==> src/rtl/cfq_pkg.sv <==
package cfq_pkg;
  typedef enum logic [1:0] {
    ST_RUN   = 2'd0,
    ST_WAIT  = 2'd1,
    ST_DRAIN = 2'd2,
    ST_DONE  = 2'd3
  } cfqState_e;

  typedef struct packed {
    logic push;
    logic pop;
    logic clear;
  } cfqStrobe_t;
endpackage

==> src/rtl/cfq_datapath.sv <==
module cfq_datapath
  import cfq_pkg::*;
#(
  parameter int AW    = 16,
  parameter int DW    = 16,
  parameter int DEPTH = 8
) (
  input  logic          clk,
  input  logic          rstN,
  input  cfqStrobe_t    strobe,
  input  logic [AW-1:0] stAddr,
  input  logic [DW-1:0] stData,
  input  logic          pageLocal,
  input  logic [AW-1:0] stackLo,
  input  logic [AW-1:0] stackHi,
  output logic          isLocal,
  output logic          qFull,
  output logic          qEmpty,
  output logic          qAtLast,
  output logic [AW-1:0] headAddr,
  output logic [DW-1:0] headData
);
  localparam int PW = (DEPTH > 1) ? $clog2(DEPTH) : 1;
  localparam int CW = $clog2(DEPTH + 1);
  localparam int EW = AW + DW;

  logic [EW-1:0] entries [DEPTH];
  logic [PW-1:0] wrPtr, rdPtr;
  logic [CW-1:0] count;
  logic          inStack;

  // Locality classification: inclusive stack window or local page
  assign inStack = (stAddr >= stackLo) && (stAddr <= stackHi);
  assign isLocal = inStack || pageLocal;

  assign qFull   = (count == CW'(DEPTH));
  assign qEmpty  = (count == '0);
  assign qAtLast = (count <= CW'(1));
  assign {headAddr, headData} = entries[rdPtr];

  function automatic logic [PW-1:0] nextPtr(input logic [PW-1:0] p);
    return (p == PW'(DEPTH - 1)) ? '0 : p + PW'(1);
  endfunction

  always_ff @(posedge clk) begin
    if (strobe.push) entries[wrPtr] <= {stAddr, stData};
  end

  always_ff @(posedge clk) begin
    if (!rstN || strobe.clear) begin
      wrPtr <= '0;
      rdPtr <= '0;
      count <= '0;
    end else begin
      if (strobe.push) wrPtr <= nextPtr(wrPtr);
      if (strobe.pop)  rdPtr <= nextPtr(rdPtr);
      case ({strobe.push, strobe.pop})
        2'b10:   count <= count + CW'(1);
        2'b01:   count <= count - CW'(1);
        default: count <= count;
      endcase
    end
  end
endmodule

==> src/rtl/cfq_control.sv <==
module cfq_control
  import cfq_pkg::*;
(
  input  logic       clk,
  input  logic       rstN,
  input  logic       stValid,
  input  logic       isLocal,
  input  logic       qFull,
  input  logic       qEmpty,
  input  logic       qAtLast,
  input  logic       cmdCommit,
  input  logic       cmdAbort,
  input  logic       busGnt,
  output cfqStrobe_t strobe,
  output logic       stStall,
  output logic       busReq,
  output logic       busValid,
  output logic       commitDone
);
  cfqState_e state, stateNext;
  logic      running;

  assign running = (state == ST_RUN);

  always_comb begin
    strobe.clear = running && cmdAbort;
    strobe.push  = running && stValid && !isLocal && !qFull && !cmdAbort;
    strobe.pop   = (state == ST_DRAIN) && !qEmpty;
  end

  assign stStall    = stValid && (!running || (qFull && !isLocal));
  assign busReq     = (state == ST_WAIT) || (state == ST_DRAIN);
  assign busValid   = strobe.pop;
  assign commitDone = (state == ST_DONE);

  always_comb begin
    stateNext = state;
    case (state)
      ST_RUN:   if (!cmdAbort && cmdCommit) stateNext = ST_WAIT;
      ST_WAIT:  if (busGnt) stateNext = ST_DRAIN;
      ST_DRAIN: if (qAtLast) stateNext = ST_DONE;
      ST_DONE:  stateNext = ST_RUN;
      default:  stateNext = ST_RUN;
    endcase
  end

  always_ff @(posedge clk) begin
    if (!rstN) state <= ST_RUN;
    else       state <= stateNext;
  end
endmodule

==> src/rtl/commit_filter_queue.sv <==
module commit_filter_queue
  import cfq_pkg::*;
#(
  parameter int AW    = 16,
  parameter int DW    = 16,
  parameter int DEPTH = 8
) (
  input  logic          clk,
  input  logic          rstN,
  input  logic          stValid,
  input  logic [AW-1:0] stAddr,
  input  logic [DW-1:0] stData,
  input  logic          pageLocal,
  input  logic [AW-1:0] stackLo,
  input  logic [AW-1:0] stackHi,
  output logic          stStall,
  input  logic          cmdCommit,
  input  logic          cmdAbort,
  output logic          busReq,
  input  logic          busGnt,
  output logic          busValid,
  output logic [AW-1:0] busAddr,
  output logic [DW-1:0] busData,
  output logic          commitDone
);
  cfqStrobe_t strobe;
  logic isLocal, qFull, qEmpty, qAtLast;

  cfq_datapath #(.AW(AW), .DW(DW), .DEPTH(DEPTH)) u_dp (
    .clk(clk), .rstN(rstN), .strobe(strobe),
    .stAddr(stAddr), .stData(stData), .pageLocal(pageLocal),
    .stackLo(stackLo), .stackHi(stackHi),
    .isLocal(isLocal), .qFull(qFull), .qEmpty(qEmpty), .qAtLast(qAtLast),
    .headAddr(busAddr), .headData(busData)
  );

  cfq_control u_ctl (
    .clk(clk), .rstN(rstN), .stValid(stValid), .isLocal(isLocal),
    .qFull(qFull), .qEmpty(qEmpty), .qAtLast(qAtLast),
    .cmdCommit(cmdCommit), .cmdAbort(cmdAbort), .busGnt(busGnt),
    .strobe(strobe), .stStall(stStall), .busReq(busReq),
    .busValid(busValid), .commitDone(commitDone)
  );
endmodule

==> config.mk <==
export PLATFORM = sky130hd
export DESIGN_NAME = commit_filter_queue
export DESIGN_NICKNAME = d
export VERILOG_FILES = /design/src/rtl/cfq_pkg.sv /design/src/rtl/cfq_datapath.sv /design/src/rtl/cfq_control.sv /design/src/rtl/commit_filter_queue.sv
export SDC_FILE = /design/constraint.sdc
export NUM_CORES = 1
export LEC_CHECK = 0
export BUFFER_PORTS_ARGS = -buffer_cell sky130_fd_sc_hd__buf_2
export CORE_MARGIN = 2
export CORE_UTILIZATION = 55
export DETAILED_ROUTE_END_ITERATION = 16
export HOLD_SLACK_MARGIN = 0.05
export PLACE_DENSITY = 0.75
export SYNTH_ARGS = -nofsm -noshare
export SYNTH_HDL_FRONTEND = slang
export SYNTH_HIERARCHICAL = 1
export SYNTH_SLANG_ARGS = --single-unit
export TNS_END_PERCENT = 30
==> constraint.sdc <==
create_clock -name clk -period 11.2 [get_ports clk]
set_input_delay 0.56 -clock clk [delete_from_list [all_inputs] [get_ports clk]]
set_output_delay 0.56 -clock clk [all_outputs]
set_load 0.05 [all_outputs]
==> results of run 1 <==
metrics by stage:
stage	hold WS [ns]	total power [µW]	instance area [µm²]	worst slack, ns
after floorplan	0.4709	1272	11390	6.307
after global placement	0.4840	1320	12220	7.138
after detailed placement	0.5288	1331	12220	6.962
after CTS	0.2944	2206	13100	7.501
after global routing	0.3088	2263	13100	7.301
final	0.3048	2188	13100	7.570
cell type report:
| class | instances | area (µm²) | area share, % |
|---|---|---|---|
| tap | 270 | 337.8 | 2.579 |
| clock buffer | 37 | 743.2 | 5.674 |
| timing repair buffer | 111 | 568.0 | 4.337 |
| clock inverter | 11 | 132.6 | 1.013 |
| multi-input combinational | 249 | 3181 | 24.28 |
| sequential | 271 | 7994 | 61.03 |
| inverter | 38 | 142.6 | 1.089 |
registers in the layout, indices dropped and copies added (netlist names), named ones only:
name and flops:
u_dp/wrPtr 3, u_dp/entries 256, u_dp/count 4, u_ctl/state 2, u_dp/rdPtr 3
worst max-delay path: stages:
cell and delay (ns):
buf_2 0.15, inv_1 0.10, ha_1 0.30, nor2_1 0.09
a21oi_1 0.08, o31ai_1 0.23, a2111oi_0 0.17, o41a_1 0.43
nor2_1 0.11, and4b_2 0.30, nand2b_1 0.25, nor2_4 0.97
placed cells by master (no fill, tap or decap), types with 3 or more instances in the layout:
cell type | netlist | final
a211oi_1 | 3 | 3
clkbuf_8 | 0 | 3
nand2_1 | 12 | 12
mux2_2 | 32 | 32
inv_1 | 38 | 38
mux4_2 | 24 | 24
nand2b_1 | 6 | 6
buf_2 | 6 | 106
mux2i_1 | 6 | 6
nor2_1 | 25 | 19
clkbuf_16 | 0 | 27
buf_4 | 1 | 5
ha_1 | 44 | 44
nand3_1 | 3 | 3
o21ai_0 | 5 | 5
edfxtp_1 | 256 | 256
nor2b_1 | 4 | 4
dfxtp_1 | 15 | 12
o31ai_1 | 3 | 3
nor3_1 | 5 | 3
nand4_1 | 3 | 3
bufinv_16 | 0 | 3
mux4_1 | 40 | 40
nor2_4 | 0 | 6
a21oi_1 | 16 | 16
clkinv_2 | 0 | 4
clkbuf_1 | 3 | 7
cells in the mapped netlist, types with 2 or more instances:
cell	instances	area share (%)
clkbuf_1	3	0.099
nor3_1	5	0.22
mux2i_1	6	0.53
mux2_2	32	3.2
a21boi_0	2	0.13
xor2_1	2	0.15
o21ai_0	5	0.22
nor2b_1	4	0.22
nand4_1	3	0.16
mux4_1	40	9.2
mux4_2	24	4.7
nor2_1	25	0.82
edfxtp_1	256	67
nand3_1	3	0.13
buf_2	6	0.26
a21oi_1	16	0.70
nand2_1	12	0.40
ha_1	44	4.8
buf_1	3	0.099
o31ai_1	3	0.20
a211oi_1	3	0.20
a221o_1	2	0.18
inv_1	38	1.3
nand2b_1	6	0.33
buf_6	7	0.69
dfxtp_1	15	2.6
cell families after synthesis:
family / after synthesis / synth area share [%]
flops: 271 / 70.10
buf+inv: 58 / 2.471
xor+xnor: 3 / 0.2306
fa+ha+maj: 44 / 4.831
compound gates: 35 / 1.933
mux: 102 / 17.66
simple gates: 65 / 2.778
report_power, final:
group | total, µW | internal [µW] | switching, µW
registers | 1130 | 1120 | 7.18
clock network | 879 | 530 | 349
logic | 180 | 61.4 | 118
per-layer routing:
| metal | global-route usage (%) | wire length [µm] |
|---|---|---|
| met4 | 5.905 | 474 |
| met1 | 26.50 | 9084 |
| met2 | 33.53 | 10330 |
| met3 | 2.685 | 1001 |
| met5 | 0 | 0 |
worst min path at each step:
| stage | endpoint | slack (ns) | cells after the start |
|---|---|---|---|
| after floorplan | u_ctl/state[1] | 0.47 | 2 |
| final | u_dp/entries[0][14] | 0.30 | 1 |
| after global placement | u_ctl/state[1] | 0.48 | 2 |
| after detailed placement | u_ctl/state[1] | 0.53 | 2 |
| after global routing | u_ctl/state[0] | 0.31 | 3 |
| after CTS | u_dp/entries[0][14] | 0.29 | 1 |
==> flow_metrics.env, run 1 <==
export IMPL_netlist_area_um2=11390
export IMPL_dieHeight_um=147.9
export IMPL_start_kind="primary input"
export IMPL_place_inst=939
export IMPL_viasPerCell=5.743
export IMPL_max_freq_ghz=0.2755
export IMPL_setup_tns_ns=0
export IMPL_syn_to_final_growth_pct=14.96
export IMPL_synth_edf_count=256
export IMPL_nets=812
export IMPL_syn_area_per_cell_um2=19.71
export IMPL_design_core_area_um2=20300
export IMPL_clk_insertion_delay_late_ns=0.52
export IMPL_async_reset_ff_share_pct=0
export IMPL_clockRootBuffer="clkbuf_16"
export IMPL_numPortBuffers=106
export IMPL_hold_path_startpoint="stData[14]"
export IMPL_outcome="completed"
export IMPL_reg2reg_depth=8
export IMPL_drive_above_1_share_pct=30.54
export IMPL_max_slew_margin_pct=20.55
export IMPL_hold_path_class="in -> reg"
export IMPL_worstPathArrival_ns=3.76
export IMPL_ios=107
export IMPL_drcViolationCount=0
export IMPL_critPathCaptureType="flop"
export IMPL_final_hold_viol_count=0
export IMPL_grt_pass1_wl_um=32530
export IMPL_place_congestion=0.8366
export IMPL_crit_end="u_dp/entries[2][19]"
export IMPL_netlist_instances=578
export IMPL_worst_r2r_endpoint="u_dp/entries[2][19]"
export IMPL_placementRows=52
export IMPL_synth_seq_cells=271
export IMPL_worst_clock_skew_ns=0.008830
export IMPL_worst_slew_pin_slew_ns=1.189
export IMPL_start_util_pct=56.13
export IMPL_grt_pass1_vias=5977
export IMPL_r2r_slack_ns=8.30
export IMPL_maxCapViolations=0
export IMPL_routed_wl_um=20890
export IMPL_antenna_found_initial=0
export IMPL_postCtsSetupBuffers=0
export IMPL_fin_crit_sh_pct=32.41
export IMPL_dr_pass1_iters=4
export IMPL_irDropWorstVdd_uv=113.3
export IMPL_cts_resized_gates=0
export IMPL_ys_seq_area_share_pct=70.10
export IMPL_rsz0062_at_grt="no"
export IMPL_worstPathRequired_ns=11.33
export IMPL_path_max_fanout=32
export IMPL_postRouteAntennaNets=0
export IMPL_fp_dieW_um=147.9
export IMPL_cellPowerDensity_nw_per_um2=167.1
export IMPL_cellLeakagePower_uw=0.004590
export IMPL_numClockSinks=271
export IMPL_via_count=5668
export IMPL_ys_flop_type="edfxtp_1"
export IMPL_setup_viol=0
export IMPL_ys_types=39
export IMPL_nFillCells=1388
export IMPL_grt_max_degree=65
export IMPL_r2r_start="u_dp/count[0]"
export IMPL_routedWlPerCell_um=21.17
export IMPL_overflow=0
export IMPL_path_class="in -> reg"
export IMPL_synth_fp_nets=693
export IMPL_report_final_slew_viol_count=0
export IMPL_fin_cells=987
export IMPL_holdBufCountCts=0
export IMPL_antenna_cells=0
export IMPL_startpoint="stAddr[0]"
export IMPL_utilization_pct=64.53
export IMPL_drt_iter0_markers=461
export IMPL_track_usage_pct=19.55
export IMPL_cts_htree_levels=1
export IMPL_cts_tree="done"
export IMPL_clkTransAtPathRegs_ns=0.06
export IMPL_layout_min_cycle_time_ns=3.630
export IMPL_die_area_um2=21880
export IMPL_yosys_warnings=6
export IMPL_cts_inserted_buffers=26
export IMPL_clockBufferDepth=3
export IMPL_dp_hpwl_um=12320
Note: power is estimated with default switching activity, not from simulation.
==> inputs of run 2 (changes only) <==
==> constraint.sdc (replaced) <==
create_clock -name clk -period 3.5 [get_ports clk]
set_input_delay 0.175 -clock clk [delete_from_list [all_inputs] [get_ports clk]]
set_output_delay 0.175 -clock clk [all_outputs]
set_load 0.05 [all_outputs]
==> run 2 against run 1 <==
Compared with the run above: die area stayed put; clock power rose to 3.3 times the previous value; non-clock buffer count is 41 higher; critical endpoint is now u_dp/entries[1][21].
==> flow_metrics.env, run 2 (synthesized netlist as in run 1, its figures left out) <==
export IMPL_outcome="completed"
export IMPL_drcViolationCount=0
export IMPL_clk_insertion_delay_late_ns=0.52
export IMPL_grt_pass1_vias=6168
export IMPL_postRouteAntennaNets=0
export IMPL_grt_pass1_wl_um=33110
export IMPL_cts_inserted_buffers=26
export IMPL_holdWs_ns=0.1041
export IMPL_antenna_cells=0
export IMPL_pwr_share_seq_pct=50.8
export IMPL_worst_slew_pin_slew_ns=0.9842
export IMPL_dieHeight_um=147.9
export IMPL_numPortBuffers=106
export IMPL_viasPerCell=5.721
export IMPL_syn_to_final_growth_pct=19.86
export IMPL_routedWlPerCell_um=21.11
export IMPL_cellLeakagePower_uw=0.004792
export IMPL_switching_share_pct=21.36
export IMPL_worst_clock_skew_ns=0.01012
export IMPL_critPathCaptureType="flop"
export IMPL_clockBufferDepth=3
export IMPL_via_count=5881
export IMPL_cts_htree_levels=1
export IMPL_cpMaxStageDelayCell="dlygate4sd3_1"
export IMPL_p_comb_share_pct=8.7
export IMPL_switching_power_uw=1521
export IMPL_most_common_layout_cells="edfxtp_1 (256), buf_2 (106), ha_1 (44)"
export IMPL_ios=107
export IMPL_placed_area_um2=12410
export IMPL_report_final_slew_viol_count=0
export IMPL_slowest_delay_ns=0.52
export IMPL_setup_viol=0
export IMPL_nets=853
export IMPL_regMostFlops="u_dp/entries"
export IMPL_cellPowerDensity_nw_per_um2=521.1
export IMPL_fp_dieW_um=147.9
export IMPL_fin_crit_sh_pct=97.54
export IMPL_path_max_fanout=32
export IMPL_worstPathArrival_ns=3.61
export IMPL_track_usage_pct=19.82
export IMPL_place_congestion=0.8166
export IMPL_placementRows=52
export IMPL_die_area_um2=21880
export IMPL_irDropWorstVdd_uv=342.9
export IMPL_clkTransAtPathRegs_ns=0.06
export IMPL_final_hold_viol_count=0
export IMPL_numClockSinks=271
export IMPL_max_slew_margin_pct=34.39
export IMPL_routed_wl_um=21700
export IMPL_dp_hpwl_um=12430
export IMPL_design_core_area_um2=20300
export IMPL_final_common_cell="edfxtp_1"
export IMPL_start_util_pct=56.13
export IMPL_layout_min_cycle_time_ns=3.414
export IMPL_top_regs="u_dp/entries: 256 flops, u_dp/count: 4 flops"
export IMPL_path_cells="dlygate4sd3_1 -> buf_2 -> ha_1 -> nand4_1 -> nor4_1 -> a21boi_0 -> o31ai_1 -> o41a_1 -> nor2_1 -> and4b_2 -> nand2_1 -> nor3_4 -> buf_12"
export IMPL_max_freq_ghz=0.2929
export IMPL_crit_family="simple AND/OR/NAND/NOR gates"
export IMPL_clockRootBuffer="clkbuf_16"
export IMPL_path_class="in -> reg"
export IMPL_cts_tree="done"
export IMPL_dr_pass1_iters=4
export IMPL_overflow=0
export IMPL_drt_iter0_markers=450
export IMPL_power_frac_clock_pct=40.6
export IMPL_rsz0062_at_grt="yes"
export IMPL_worstPathRequired_ns=3.70
export IMPL_largest_reg_flops=256
export IMPL_drive_above_1_share_pct=29.68
export IMPL_maxCapViolations=0
export IMPL_hold_path_class="in -> reg"
export IMPL_crit_buf_inv=3
export IMPL_antenna_found_initial=0
export IMPL_cts_resized_gates=0
export IMPL_p_int_uw=5597
export IMPL_start_kind="primary input"
export IMPL_grt_max_degree=65
export IMPL_final_area_um2=13660
==> run 2: cell count changes in the layout (fill, tap and decap cells not counted) <==
cell / delta
bufinv_16: +2
clkinv_4: +1
nor3_4: +2
buf_12: +10
buf_4: -3
clkbuf_8: -3
clkbuf_1: -3
clkinv_2: -2
dlygate4sd3_1: +34
clkinv_1: +4
clkinvlp_4: +1
nor3_2: -2
==> run 2: path summary, 6_finish.rpt <==
path	startpoint	end	slack [ns]	depth (start not counted)
min reg2reg	u_ctl/state[1]	u_ctl/state[1]	0.52	2
max	stAddr[14]	u_dp/entries[1][21]	0.09	13
max reg2reg	u_dp/count[0]	u_dp/entries[1][21]	1.12	9
min	cmdCommit	u_ctl/state[0]	0.10	4
==> run 2: worst reg2reg max path, delay by kind of cell, from the launching register on <==
family,cells,cell delay (ns)
fa+ha+maj,1,0.25
buf+inv,2,0.33
flops,1,0.43
simple gates,6,1.04
==> run 2: power groups by stage <==
stage	Sequential [µW]	Clock [µW]	Combinational [µW]
after global routing	3610	3050	667
after detailed placement	3680	0	582
after global placement	3680	0	556
final	3610	2890	618
after CTS	3610	2950	620
after floorplan	3680	0	393
==> run 2: cell type report <==
class,instances,area (µm²)
inverters,38,142.6
flip-flops and latches,271,7994
multi-input cells,249,3193
repair buffers,152,1086
clock buffers,31,690.7
fillers,1295,6641
clock inverters,17,214.0
well taps,270,337.8
==> run 2: repair_timing <==
action / in CTS / in global routing
endpoints found under the setup margin: 0 / 47
hold buffers: 34 / 0
hold endpoints to repair: 258 / 0
setup buffers: 0 / 0
==> run 2: routing by layer <==
layer	vias up	part of all wire, %	global-route usage [%]
met4	0	2.2	5.762
met1	2970	43	26.47
met2	199	50	34.60
met3	43	4.9	2.685
li1	2669	-	-
met5	-	0	0
==> run 2: metrics by stage <==
| stage | power [µW] | instances | worst slack (ns) | TNS, ns | utilization, % |
|---|---|---|---|---|---|
| after floorplan | 4070 | 578 | -0.1369 | -27.07 | - |
| after global placement | 4232 | 946 | 0.3356 | 0 | 61.15 |
| after detailed placement | 4262 | 946 | 0.1650 | 0 | 61.15 |
| after CTS | 7178 | 1028 | 0.1669 | 0 | 67.28 |
| after global routing | 7336 | 1028 | -0.008449 | -0.2114 | 67.28 |
| final | 7118 | 1028 | 0.08619 | 0 | 67.28 |
